===== src/rtl/sup_pkg.sv =====
package sup_pkg;
  localparam int unsigned LS_W = 3;
  localparam int unsigned OP_W = 2;
  localparam int unsigned PH_W = 3;

  typedef enum logic [LS_W-1:0] {
    LS_I  = 3'd0,
    LS_SC = 3'd1,
    LS_SD = 3'd2,
    LS_UC = 3'd3,
    LS_UD = 3'd4
  } line_st_e;

  typedef enum logic [OP_W-1:0] {
    OP_CLAIM_CLEAN = 2'd0,
    OP_CLAIM_FULL  = 2'd1,
    OP_FETCH_OWN   = 2'd2
  } up_op_e;

  typedef enum logic [PH_W-1:0] {
    PH_IDLE,
    PH_REQ,
    PH_WAIT,
    PH_COMMIT,
    PH_ACK
  } ph_e;
endpackage


===== src/rtl/sup_snoop.sv =====
module sup_snoop
  import sup_pkg::*;
(
  input  logic     clk_i,
  input  logic     rst_ni,
  input  logic     snp_valid_i,
  input  logic     snp_inv_i,
  input  line_st_e line_i,
  output line_st_e snp_next_o,
  output logic     snp_inv_hit_o,
  output logic     rsp_valid_o,
  output logic     rsp_hit_o,
  output logic     rsp_dirty_o
);
  logic present, dirty;

  always_comb begin
    present = (line_i != LS_I);
    dirty   = (line_i == LS_SD) || (line_i == LS_UD);
    snp_inv_hit_o = snp_valid_i & snp_inv_i & present;
    if (snp_inv_i) begin
      snp_next_o = LS_I;
    end else begin
      unique case (line_i)
        LS_UC:   snp_next_o = LS_SC;
        LS_UD:   snp_next_o = LS_SD;
        default: snp_next_o = line_i;
      endcase
    end
  end

  always_ff @(posedge clk_i or negedge rst_ni) begin
    if (!rst_ni) begin
      rsp_valid_o <= 1'b0;
      rsp_hit_o   <= 1'b0;
      rsp_dirty_o <= 1'b0;
    end else begin
      rsp_valid_o <= snp_valid_i;
      rsp_hit_o   <= snp_valid_i & present;
      rsp_dirty_o <= snp_valid_i & dirty;
    end
  end
endmodule


===== src/rtl/sup_line.sv =====
module sup_line
  import sup_pkg::*;
(
  input  logic     clk_i,
  input  logic     rst_ni,
  input  logic     commit_i,
  input  logic     snp_valid_i,
  input  line_st_e snp_next_i,
  input  logic     fill_en_i,
  input  line_st_e fill_state_i,
  output line_st_e line_o
);
  line_st_e line_d;

  // commit beats snoop beats fill
  always_comb begin
    line_d = line_o;
    if (commit_i)         line_d = LS_UD;
    else if (snp_valid_i) line_d = snp_next_i;
    else if (fill_en_i)   line_d = fill_state_i;
  end

  always_ff @(posedge clk_i or negedge rst_ni) begin
    if (!rst_ni) line_o <= LS_I;
    else         line_o <= line_d;
  end
endmodule


===== src/rtl/sup_seq.sv =====
module sup_seq
  import sup_pkg::*;
(
  input  logic     clk_i,
  input  logic     rst_ni,
  input  logic     st_valid_i,
  input  logic     st_full_i,
  input  logic     snp_valid_i,
  input  logic     snp_inv_hit_i,
  input  logic     ar_ready_i,
  input  logic     r_valid_i,
  input  line_st_e line_i,
  output logic     st_ready_o,
  output logic     st_accept_o,
  output logic     ar_valid_o,
  output up_op_e   ar_op_o,
  output logic     rack_o,
  output logic     st_done_o,
  output logic     pending_o,
  output logic     commit_o,
  output logic     idle_o
);
  ph_e    ph_q, ph_d;
  up_op_e op_q, op_d;
  logic   pend_q, pend_d, upg_q, upg_d, lost_q, lost_d, retry_q, retry_d;
  logic   uniq, shrd, in_flight, lost_any;

  always_comb begin
    uniq      = (line_i == LS_UC) || (line_i == LS_UD);
    shrd      = (line_i == LS_SC) || (line_i == LS_SD);
    in_flight = (ph_q == PH_REQ) || (ph_q == PH_WAIT);
    lost_any  = lost_q | (snp_inv_hit_i & in_flight);

    idle_o      = (ph_q == PH_IDLE);
    st_ready_o  = idle_o & ~snp_valid_i;
    st_accept_o = st_ready_o & st_valid_i;

    ph_d     = ph_q;
    op_d     = op_q;
    pend_d   = pend_q;
    upg_d    = upg_q;
    lost_d   = in_flight ? lost_any : lost_q;
    retry_d  = retry_q;
    commit_o = 1'b0;

    unique case (ph_q)
      PH_IDLE: begin
        if (st_accept_o) begin
          if (uniq) begin
            ph_d     = PH_COMMIT;
            upg_d    = 1'b0;
            commit_o = 1'b1;
          end else begin
            ph_d   = PH_REQ;
            pend_d = 1'b1;
            upg_d  = 1'b1;
            lost_d = 1'b0;
            if (st_full_i) op_d = OP_CLAIM_FULL;
            else if (shrd) op_d = OP_CLAIM_CLEAN;
            else           op_d = OP_FETCH_OWN;
          end
        end
      end
      PH_REQ: begin
        if (ar_ready_i) ph_d = PH_WAIT;
      end
      PH_WAIT: begin
        if (r_valid_i) begin
          // clean-and-claim on a lost line cannot take the write
          if ((op_q == OP_CLAIM_CLEAN) && lost_any) begin
            ph_d    = PH_ACK;
            retry_d = 1'b1;
          end else begin
            ph_d     = PH_COMMIT;
            commit_o = 1'b1;
          end
        end
      end
      PH_COMMIT: begin
        ph_d = upg_q ? PH_ACK : PH_IDLE;
      end
      PH_ACK: begin
        if (retry_q) begin
          ph_d    = PH_REQ;
          op_d    = OP_FETCH_OWN;
          retry_d = 1'b0;
          lost_d  = 1'b0;
        end else begin
          ph_d   = PH_IDLE;
          pend_d = 1'b0;
          upg_d  = 1'b0;
        end
      end
      default: ph_d = PH_IDLE;
    endcase
  end

  always_ff @(posedge clk_i or negedge rst_ni) begin
    if (!rst_ni) begin
      ph_q    <= PH_IDLE;
      op_q    <= OP_CLAIM_CLEAN;
      pend_q  <= 1'b0;
      upg_q   <= 1'b0;
      lost_q  <= 1'b0;
      retry_q <= 1'b0;
    end else begin
      ph_q    <= ph_d;
      op_q    <= op_d;
      pend_q  <= pend_d;
      upg_q   <= upg_d;
      lost_q  <= lost_d;
      retry_q <= retry_d;
    end
  end

  assign ar_valid_o = (ph_q == PH_REQ);
  assign ar_op_o    = op_q;
  assign rack_o     = (ph_q == PH_ACK);
  assign st_done_o  = (ph_q == PH_COMMIT);
  assign pending_o  = pend_q;
endmodule


===== src/rtl/store_upgrade_ctrl.sv =====
module store_upgrade_ctrl
  import sup_pkg::*;
(
  input  logic                clk_i,
  input  logic                rst_ni,
  input  logic                fill_valid_i,
  input  logic [LS_W-1:0]     fill_state_i,
  input  logic                st_valid_i,
  input  logic                st_full_i,
  output logic                st_ready_o,
  output logic                st_done_o,
  output logic                ar_valid_o,
  input  logic                ar_ready_i,
  output logic [OP_W-1:0]     ar_op_o,
  input  logic                r_valid_i,
  output logic                rack_o,
  input  logic                snp_valid_i,
  input  logic                snp_inv_i,
  output logic                snp_rsp_valid_o,
  output logic                snp_rsp_hit_o,
  output logic                snp_rsp_dirty_o,
  output logic [LS_W-1:0]     line_state_o,
  output logic                pending_o
);
  line_st_e line_q, snp_next, fill_st;
  up_op_e   op;
  logic     snp_inv_hit, st_accept, commit, idle, fill_en;

  assign fill_st = line_st_e'(fill_state_i);
  assign fill_en = fill_valid_i & idle & ~snp_valid_i & ~st_accept &
                   (fill_state_i <= LS_W'(LS_UD));

  sup_snoop u_snoop (
    .clk_i         (clk_i),
    .rst_ni        (rst_ni),
    .snp_valid_i   (snp_valid_i),
    .snp_inv_i     (snp_inv_i),
    .line_i        (line_q),
    .snp_next_o    (snp_next),
    .snp_inv_hit_o (snp_inv_hit),
    .rsp_valid_o   (snp_rsp_valid_o),
    .rsp_hit_o     (snp_rsp_hit_o),
    .rsp_dirty_o   (snp_rsp_dirty_o)
  );

  sup_seq u_seq (
    .clk_i         (clk_i),
    .rst_ni        (rst_ni),
    .st_valid_i    (st_valid_i),
    .st_full_i     (st_full_i),
    .snp_valid_i   (snp_valid_i),
    .snp_inv_hit_i (snp_inv_hit),
    .ar_ready_i    (ar_ready_i),
    .r_valid_i     (r_valid_i),
    .line_i        (line_q),
    .st_ready_o    (st_ready_o),
    .st_accept_o   (st_accept),
    .ar_valid_o    (ar_valid_o),
    .ar_op_o       (op),
    .rack_o        (rack_o),
    .st_done_o     (st_done_o),
    .pending_o     (pending_o),
    .commit_o      (commit),
    .idle_o        (idle)
  );

  sup_line u_line (
    .clk_i        (clk_i),
    .rst_ni       (rst_ni),
    .commit_i     (commit),
    .snp_valid_i  (snp_valid_i),
    .snp_next_i   (snp_next),
    .fill_en_i    (fill_en),
    .fill_state_i (fill_st),
    .line_o       (line_q)
  );

  assign ar_op_o      = op;
  assign line_state_o = line_q;
endmodule


===== config.mk =====
export PLATFORM = sky130hd
export DESIGN_NAME = store_upgrade_ctrl
export DESIGN_NICKNAME = d
export VERILOG_FILES = /design/src/rtl/sup_pkg.sv /design/src/rtl/sup_snoop.sv /design/src/rtl/sup_line.sv /design/src/rtl/sup_seq.sv /design/src/rtl/store_upgrade_ctrl.sv
export SDC_FILE = /design/constraint.sdc
export NUM_CORES = 1
export LEC_CHECK = 0
export ABC_AREA = 0
export CORE_ASPECT_RATIO = 0.9
export CORE_MARGIN = 10
export CORE_UTILIZATION = 47
export CTS_CLUSTER_DIAMETER = 100
export DETAILED_ROUTE_END_ITERATION = 10
export PLACE_DENSITY = 0.77
export REMOVE_ABC_BUFFERS = 1
export SETUP_SLACK_MARGIN = 0.15
export SYNTH_ARGS = -nofsm -noshare
export SYNTH_HDL_FRONTEND = slang
export SYNTH_SLANG_ARGS = --single-unit

===== constraint.sdc =====
create_clock -name clk_i -period 1.95 [get_ports clk_i]
set_clock_uncertainty 0.05 [all_clocks]
set_input_delay 0.39 -clock clk_i [delete_from_list [all_inputs] [get_ports clk_i]]
set_output_delay 0.39 -clock clk_i [all_outputs]
set_load 0.02 [all_outputs]

Word-level counts from Yosys, hierarchy flattened
Index checks and enable logic that the tools add are counted.
- eq/ne operators: 16
- muxes and demuxes: 39
- magnitude comparators: 1
- reduce and logical (&&, ||, !) cells: 17
- bitwise gates (word level): 14
- operators with widths (cell ; number):
    3-bit two-way mux ; 9
    1-bit two-way mux ; 16
    3-bit case mux with 5 select lines ; 1
    3-bit by 2-bit == test with 1-bit output, second input constant ; 4
    2-bit two-way mux ; 6
    1-bit AND ; 11
    2-bit inequality test, second input constant ; 5
    1-bit case mux with 2 select lines ; 5
    3-bit AND reduction ; 3
    4-bit AND reduction ; 2
    3-bit by 1-bit == test with 1-bit output, second input constant ; 2
    3-bit == test, second input constant ; 2
    3-bit case mux with 2 select lines ; 1
    3-bit nonzero test ; 2
    5-bit by 1-bit inequality test with 1-bit output, second input constant ; 1
    1-bit logical OR ; 4
    2-bit by 1-bit inequality test with 1-bit output, second input constant ; 2
    2-bit case mux with 2 select lines ; 1
    2-bit nonzero test ; 2
    3-bit less-or-equal comparator, second input constant ; 1
    3-bit zero test ; 1
    2-bit zero test ; 1
    1-bit inverter ; 2
    2-bit AND reduction ; 1
    2 further kinds ; 2
- register bits: 15
- bits of input ports: 12
- output and inout bits: 13
- word-level logic and storage cells: 97

Depth between registers and ports, before layout
Gate-level depths: netlist of run 1.
- depth in word-level cells: 10
- gate-level depth with buffers: 6
- depth with buffers taken out: 4

Cells and area by module
A second synthesis of run 1 with hierarchy kept.
- cells, all modules: 94
- area total of the unflattened synthesis: 908.4 um^2
- by module, submodules not included (module ; cells each ; sequential area each (um^2) ; area an instance (um^2) ; instances):
    sup_seq ; 64 ; 225.2 ; 583.1 ; 1
    sup_line ; 14 ; 75.1 ; 152.6 ; 1
    sup_snoop ; 13 ; 75.1 ; 140.1 ; 1
    store_upgrade_ctrl ; 3 ; 0.0 ; 32.5 ; 1

Least setup slack after synthesis of run 1
No wires, ideal clock.
- path kind: flip-flop to flip-flop
- start point: register u_seq.ph_q[0]
- end point: register u_line.line_o[0]
- arrival time: 1.638 ns
- clock period less this slack: 1.762 ns
- path buffers: 1
- data required time: 1.827 ns
- cell stages (with the launch flop): 6
- setup slack: 0.188 ns
- setup time: 0.073 ns
- cells stage by stage: dfrtp_1 -> buf_6 -> nor4_4 -> nand4b_4 -> or3b_1 -> a21oi_2
- elaborated cells on any way between the ends: 22
- classes of those cells: eq/ne: 3; mux: 5; bitwise: 9; reduce/logical: 5
- RTL lines (item ; line ; text):
    start: declaration ; sup_seq.sv:23 ; ph_e ph_q, ph_d;
    start signal: assignment ; sup_seq.sv:107 ; ph_q <= ph_d;
    3-bit zero test (*) ; sup_seq.sv:34 ; idle_o = (ph_q == PH_IDLE);
    1-bit AND (*) ; sup_seq.sv:35 ; st_ready_o = idle_o & ~snp_valid_i;
    net st_ready_o ; store_upgrade_ctrl.sv:10 ; output logic st_ready_o,
    1-bit AND (*) ; sup_seq.sv:36 ; st_accept_o = st_ready_o & st_valid_i;
    parallel branches: the longest is 5 deep, another holds 5-bit by 1-bit inequality test with 1-bit output ; -- ;
    end signal: assignment ; sup_line.sv:25 ; else line_o <= line_d;
    end: declaration ; sup_line.sv:11 ; output line_st_e line_o
Mark *: on every way through the listed nets, which the timed path passes.
A chain may end at the register's enable or synchronous reset.

Final worst setup path of run 1
- start point: register u_seq.ph_q[2]
- end point: output port st_done_o
- cells in the longest elaborated chain, start to end: 1
- RTL lines (item ; line ; text):
    3-bit by 2-bit == test with 1-bit output ; sup_seq.sv:119 ; assign st_done_o = (ph_q == PH_COMMIT);
    end: declaration ; store_upgrade_ctrl.sv:11 ; output logic st_done_o,
No other way between the ends.

==> results of run 1 <==
power by group through the flow:
stage | Combinational, W | Clock, W | Sequential [W]
4_1_cts | 0.00104 | 0.000189 | 0.000521
3_5_place_dp | 0.00107 | 0 | 0.000527
6_report | 0.00105 | 0.000183 | 0.000527
3_3_place_gp | 0.00105 | 0 | 0.000517
2_1_floorplan | 0.000440 | 0 | 0.000635
5_1_grt | 0.00115 | 0.000204 | 0.000542
cell families (layout without fill, tap and decap cells):
group,Yosys count,count (layout),synth area share (%)
AO/OA/AOI/OAI,32,32,26.7
AND/OR/NAND/NOR,33,33,22.6
XOR/XNOR,2,2,1.91
flip-flops,15,15,40.8
buffers and inverters,14,61,8.03
cells in the final DEF (no fill, tap or decap), types with 2 or more instances in the layout:
cell	instances
inv_1	8
buf_4	26
a21oi_1	4
xnor2_1	2
dlygate4sd2_1	6
buf_2	2
clkbuf_4	3
nor3_1	2
nor3b_1	3
o22ai_1	2
o21ai_0	5
nor2_2	3
nor2_1	5
dfrtp_1	14
nand2_1	9
clkdlybuf4s50_1	14
a22oi_1	2
a31oi_1	2
per-stage QoR:
step	worst slack (ns)	instances	setup TNS [ns]	hold slack, ns
final	0.152	168	0	0.350
after global routing	0.0985	168	0	0.369
after CTS	0.0733	167	0	0.349
after floorplan	0.183	90	0	0.0444
after global placement	-0.372	162	-1.73	0.436
after detailed placement	-0.374	162	-1.99	0.451
worst min path at each step:
stage | from | slack, ns | to | depth (start not counted)
5_1_grt | rst_ni | 0.37 | u_seq.ph_q[2] | 2
3_5_place_dp | u_seq.lost_q | 0.45 | u_seq.lost_q | 1
4_1_cts | rst_ni | 0.35 | u_seq.ph_q[0] | 2
2_1_floorplan | rst_ni | 0.04 | u_line.line_o[0] | 0
3_3_place_gp | u_seq.lost_q | 0.44 | u_seq.lost_q | 1
6_report | rst_ni | 0.35 | u_seq.ph_q[2] | 2
flip-flops by register name, indices dropped and copies added, names as in the netlist:
name / count
u_line.line_o: 3
u_seq.ar_op_o: 2
u_seq.lost_q: 1
u_seq.pending_o: 1
u_seq.ph_q: 3
u_seq.retry_q: 1
u_seq.upg_q: 1
u_snoop.rsp_dirty_o: 1
u_snoop.rsp_hit_o: 1
u_snoop.rsp_valid_o: 1
repair_timing:
| action | in CTS | in global routing |
|---|---|---|
| buffers inserted | 1 | 1 |
| resized for setup | 21 | 8 |
| endpoints found under the setup margin | 16 | 7 |
cells in the mapped netlist, drive strengths merged:
cell type  instances  area, um^2
nand2b             1        6.26
a311oi             1        8.76
a31oi              2        12.5
a211oi             2        27.5
inv                8        30.0
a32oi              1        8.76
xnor2              2        17.5
o31ai              1        7.51
o2bb2ai            1        8.76
a32o               1        10.0
nand4b             1        23.8
nor4               1        21.3
buf                5        40.0
nor3b              4        30.0
or3b               1        8.76
or2                1        6.26
o311ai             1        8.76
a31o               1        8.76
o21a               1        7.51
o21ai              6        30.0
dfrtp             15         375
and3b              1        8.76
o22ai              3        25.0
clkbuf             1        3.75
nor2               8        30.0
nor2b              1        6.26
o31a               2        18.8
nor3               3        20.0
and3               1        7.51
a21oi              5        28.8
a22oi              2        15.0
a221oi             1        8.76
a311o              1        10.0
nand3              1        5.00
nand2              9        33.8
layer usage:
layer	GRT usage, %	part of all wire, %
met2	25.8	50
met3	3.94	7.0
met4	5.67	1.3
met5	0	0
met1	16.1	42
worst reg2reg max path, stage by stage (launching register included):
cell and delay, ns:
dfrtp_2 0.47, buf_4 0.16, buf_4 0.15, nor3b_1 0.22, buf_4 0.18, nand2_1 0.06
o22ai_2 0.17, buf_4 0.15, a21oi_2 0.03
final cells by class:
cell class,count,area (um^2),area share [%]
timing repair buffer,49,409,30.0
tap,25,31.3,2.29
sequential,15,377,27.6
clock buffer,3,22.5,1.65
inverter,8,30.0,2.20
clock inverter,1,5.00,0.367
multi-input combinational,67,490,35.9
==> key figures, run 1 <==
Run status
  – Outcome: finished clean

Power
  – Net switching power figure: 0.000751 W
  – Worst vdd rail ir drop: 0.794 mV
  – Switching part of the total: 42.5%
  – Share of power burned in combinational logic: 59.7%
  – Proportion of power drawn by flip-flops and latches: 29.9%
  – Int Pwr: 0.00101 W
  – Total Power: 0.00177 W
  – Reported leakage power: 0.616 nW
  – Fraction of power consumed by the clock network: 10.4%
  – Power density over cell area: 1290 nW/um^2

STA
  – Number of endpoints with negative hold slack in the final report: 0
  – Number of failing setup endpoints in the final timing report: 0
  – Slew of the pin with the lowest slew margin: 0.379 ns
  – Unrepaired setup endpoints after global routing: yes
  – Max-slew violation total from the final report: 0
  – Period utilization: 92.2%
  – Final critical-path required period: 1.80 ns
  – Normalized max-slew margin: 74.7%
  – Maximum frequency from static timing analysis: 556 MHz

Setup path
  – Kind of cell adding the most delay to the critical path: flip-flops
  – Arrival time of data at the critical path endpoint: 1.36 ns
  – Worst setup SP type: flop
  – Critical path class: flop to output pin
  – Max incr delay on CP: 0.47 ns
  – Required time at the worst-slack endpoint: 1.51 ns
  – Worst reg2reg path startpoint: u_seq.ph_q[2]
  – Last element of the critical path: st_done_o
  – Destination of the worst register-to-register timing path: u_line.line_o[0]
  – Cell chain of the critical path: inv_1, and3_2, clkdlybuf4s15_2
  – Cell depth of the worst flop-to-flop path: 8
  – Nature of the critical path endpoint: output pin
  – Cell with the largest stage delay on the worst path: dfrtp_2
  – Total number of cells along the worst setup path: 3
  – Origin of the worst setup path: u_seq.ph_q[2]
  – Number of buffers and inverters on the critical path: 2
  – Setup slack of the worst register-to-register path: 0.20 ns
  – Maximum fanout encountered on the critical timing path: 4

Job
  – Total of max-cap violations: 0

Placed design
  – Post-detail-place hpwl: 2.02 mm
  – Placed cell area: 1320 um^2
  – Port Buffer Count: 24
  – Routability congestion estimate from global placement: 0.852

Detailed routing
  – Routed via count: 966
  – Initial DRC Count: 33
  – WL final: 2.72 mm
  – Residual DRC: 0
  – Via density per instance: 5.75
  – WL/cell: 16.2 um
  – Detail Route Antenna Nets: 0
  – Number of search-and-repair iterations in the first detailed-routing pass: 4

Clock tree
  – Maximum buffer depth of the clock tree: 2
  – Hold Buf Count CTS: 0
  – Clock tree from TritonCTS: done
  – Clock-pin slew reported for the worst setup and hold paths after clock tree synthesis: 0.10 ns
  – Max H-tree Level: 1
  – Later-pin clock latency in the skew report: 0.29 ns
  – Root Driver: clkbuf_4
  – CTS Buf Count: 3
  – Clock sink total: 15

Floorplan
  – Horizontal die dimension: 66.6 um
  – Initial standard-cell utilization of the core: 48.5%
  – Total I/O pin count: 25
  – Die Area: 4130 um^2
  – Floorplan Core Area: 1900 um^2
  – Die Y: 62.0 um
  – Row Count: 15

Logic synthesis
  – Yosys Warn Count: 0
  – Number of flip-flops and latches in the synthesized netlist: 15
  – Mapped Cells: 96
  – Combined area of all synthesized cells: 920 um^2
  – Distinct cells, synth: 42
  – Sequential fraction of the synthesis area: 40.8%
  – Post-synthesis area per instance: 9.58 um^2

Final layout
  – Count of antenna diodes in the layout: 0
  – Fraction of layout cells with a size suffix above 1: 34.3%
  – Final Instance Area: 1370 um^2
  – Layout-stage area growth over the synthesis result: 48.4%
  – Utilization of the core after routing: 72.0%
  – Filler cell count: 135
  – Final nets: 156

Global route
  – Number of antenna violations at the first check in global routing: 0
  – Vias in the first global route: 1003
  – Wire length of the first global-routing pass: 4.69 mm
  – Global-route congestion overflow total: 0
  – Overall routing resource usage: 14.5%
  – Largest net degree at the start of global routing: 16

Worst hold path
  – Type of the worst min-delay path: primary input to asynchronous set/reset pin
Power figures use the tool's default switching activity.
==> run 2: changes to the inputs <==
--- a/config.mk
+++ b/config.mk
@@ -11,6 +11,7 @@
 export CORE_UTILIZATION = 47
 export CTS_CLUSTER_DIAMETER = 100
 export DETAILED_ROUTE_END_ITERATION = 10
+export GPL_ROUTABILITY_DRIVEN = 0
 export PLACE_DENSITY = 0.77
 export REMOVE_ABC_BUFFERS = 1
 export SETUP_SLACK_MARGIN = 0.15
==> results of run 2 <==
Same layout as run 1: the final DEF is identical, and so are final timing and power.
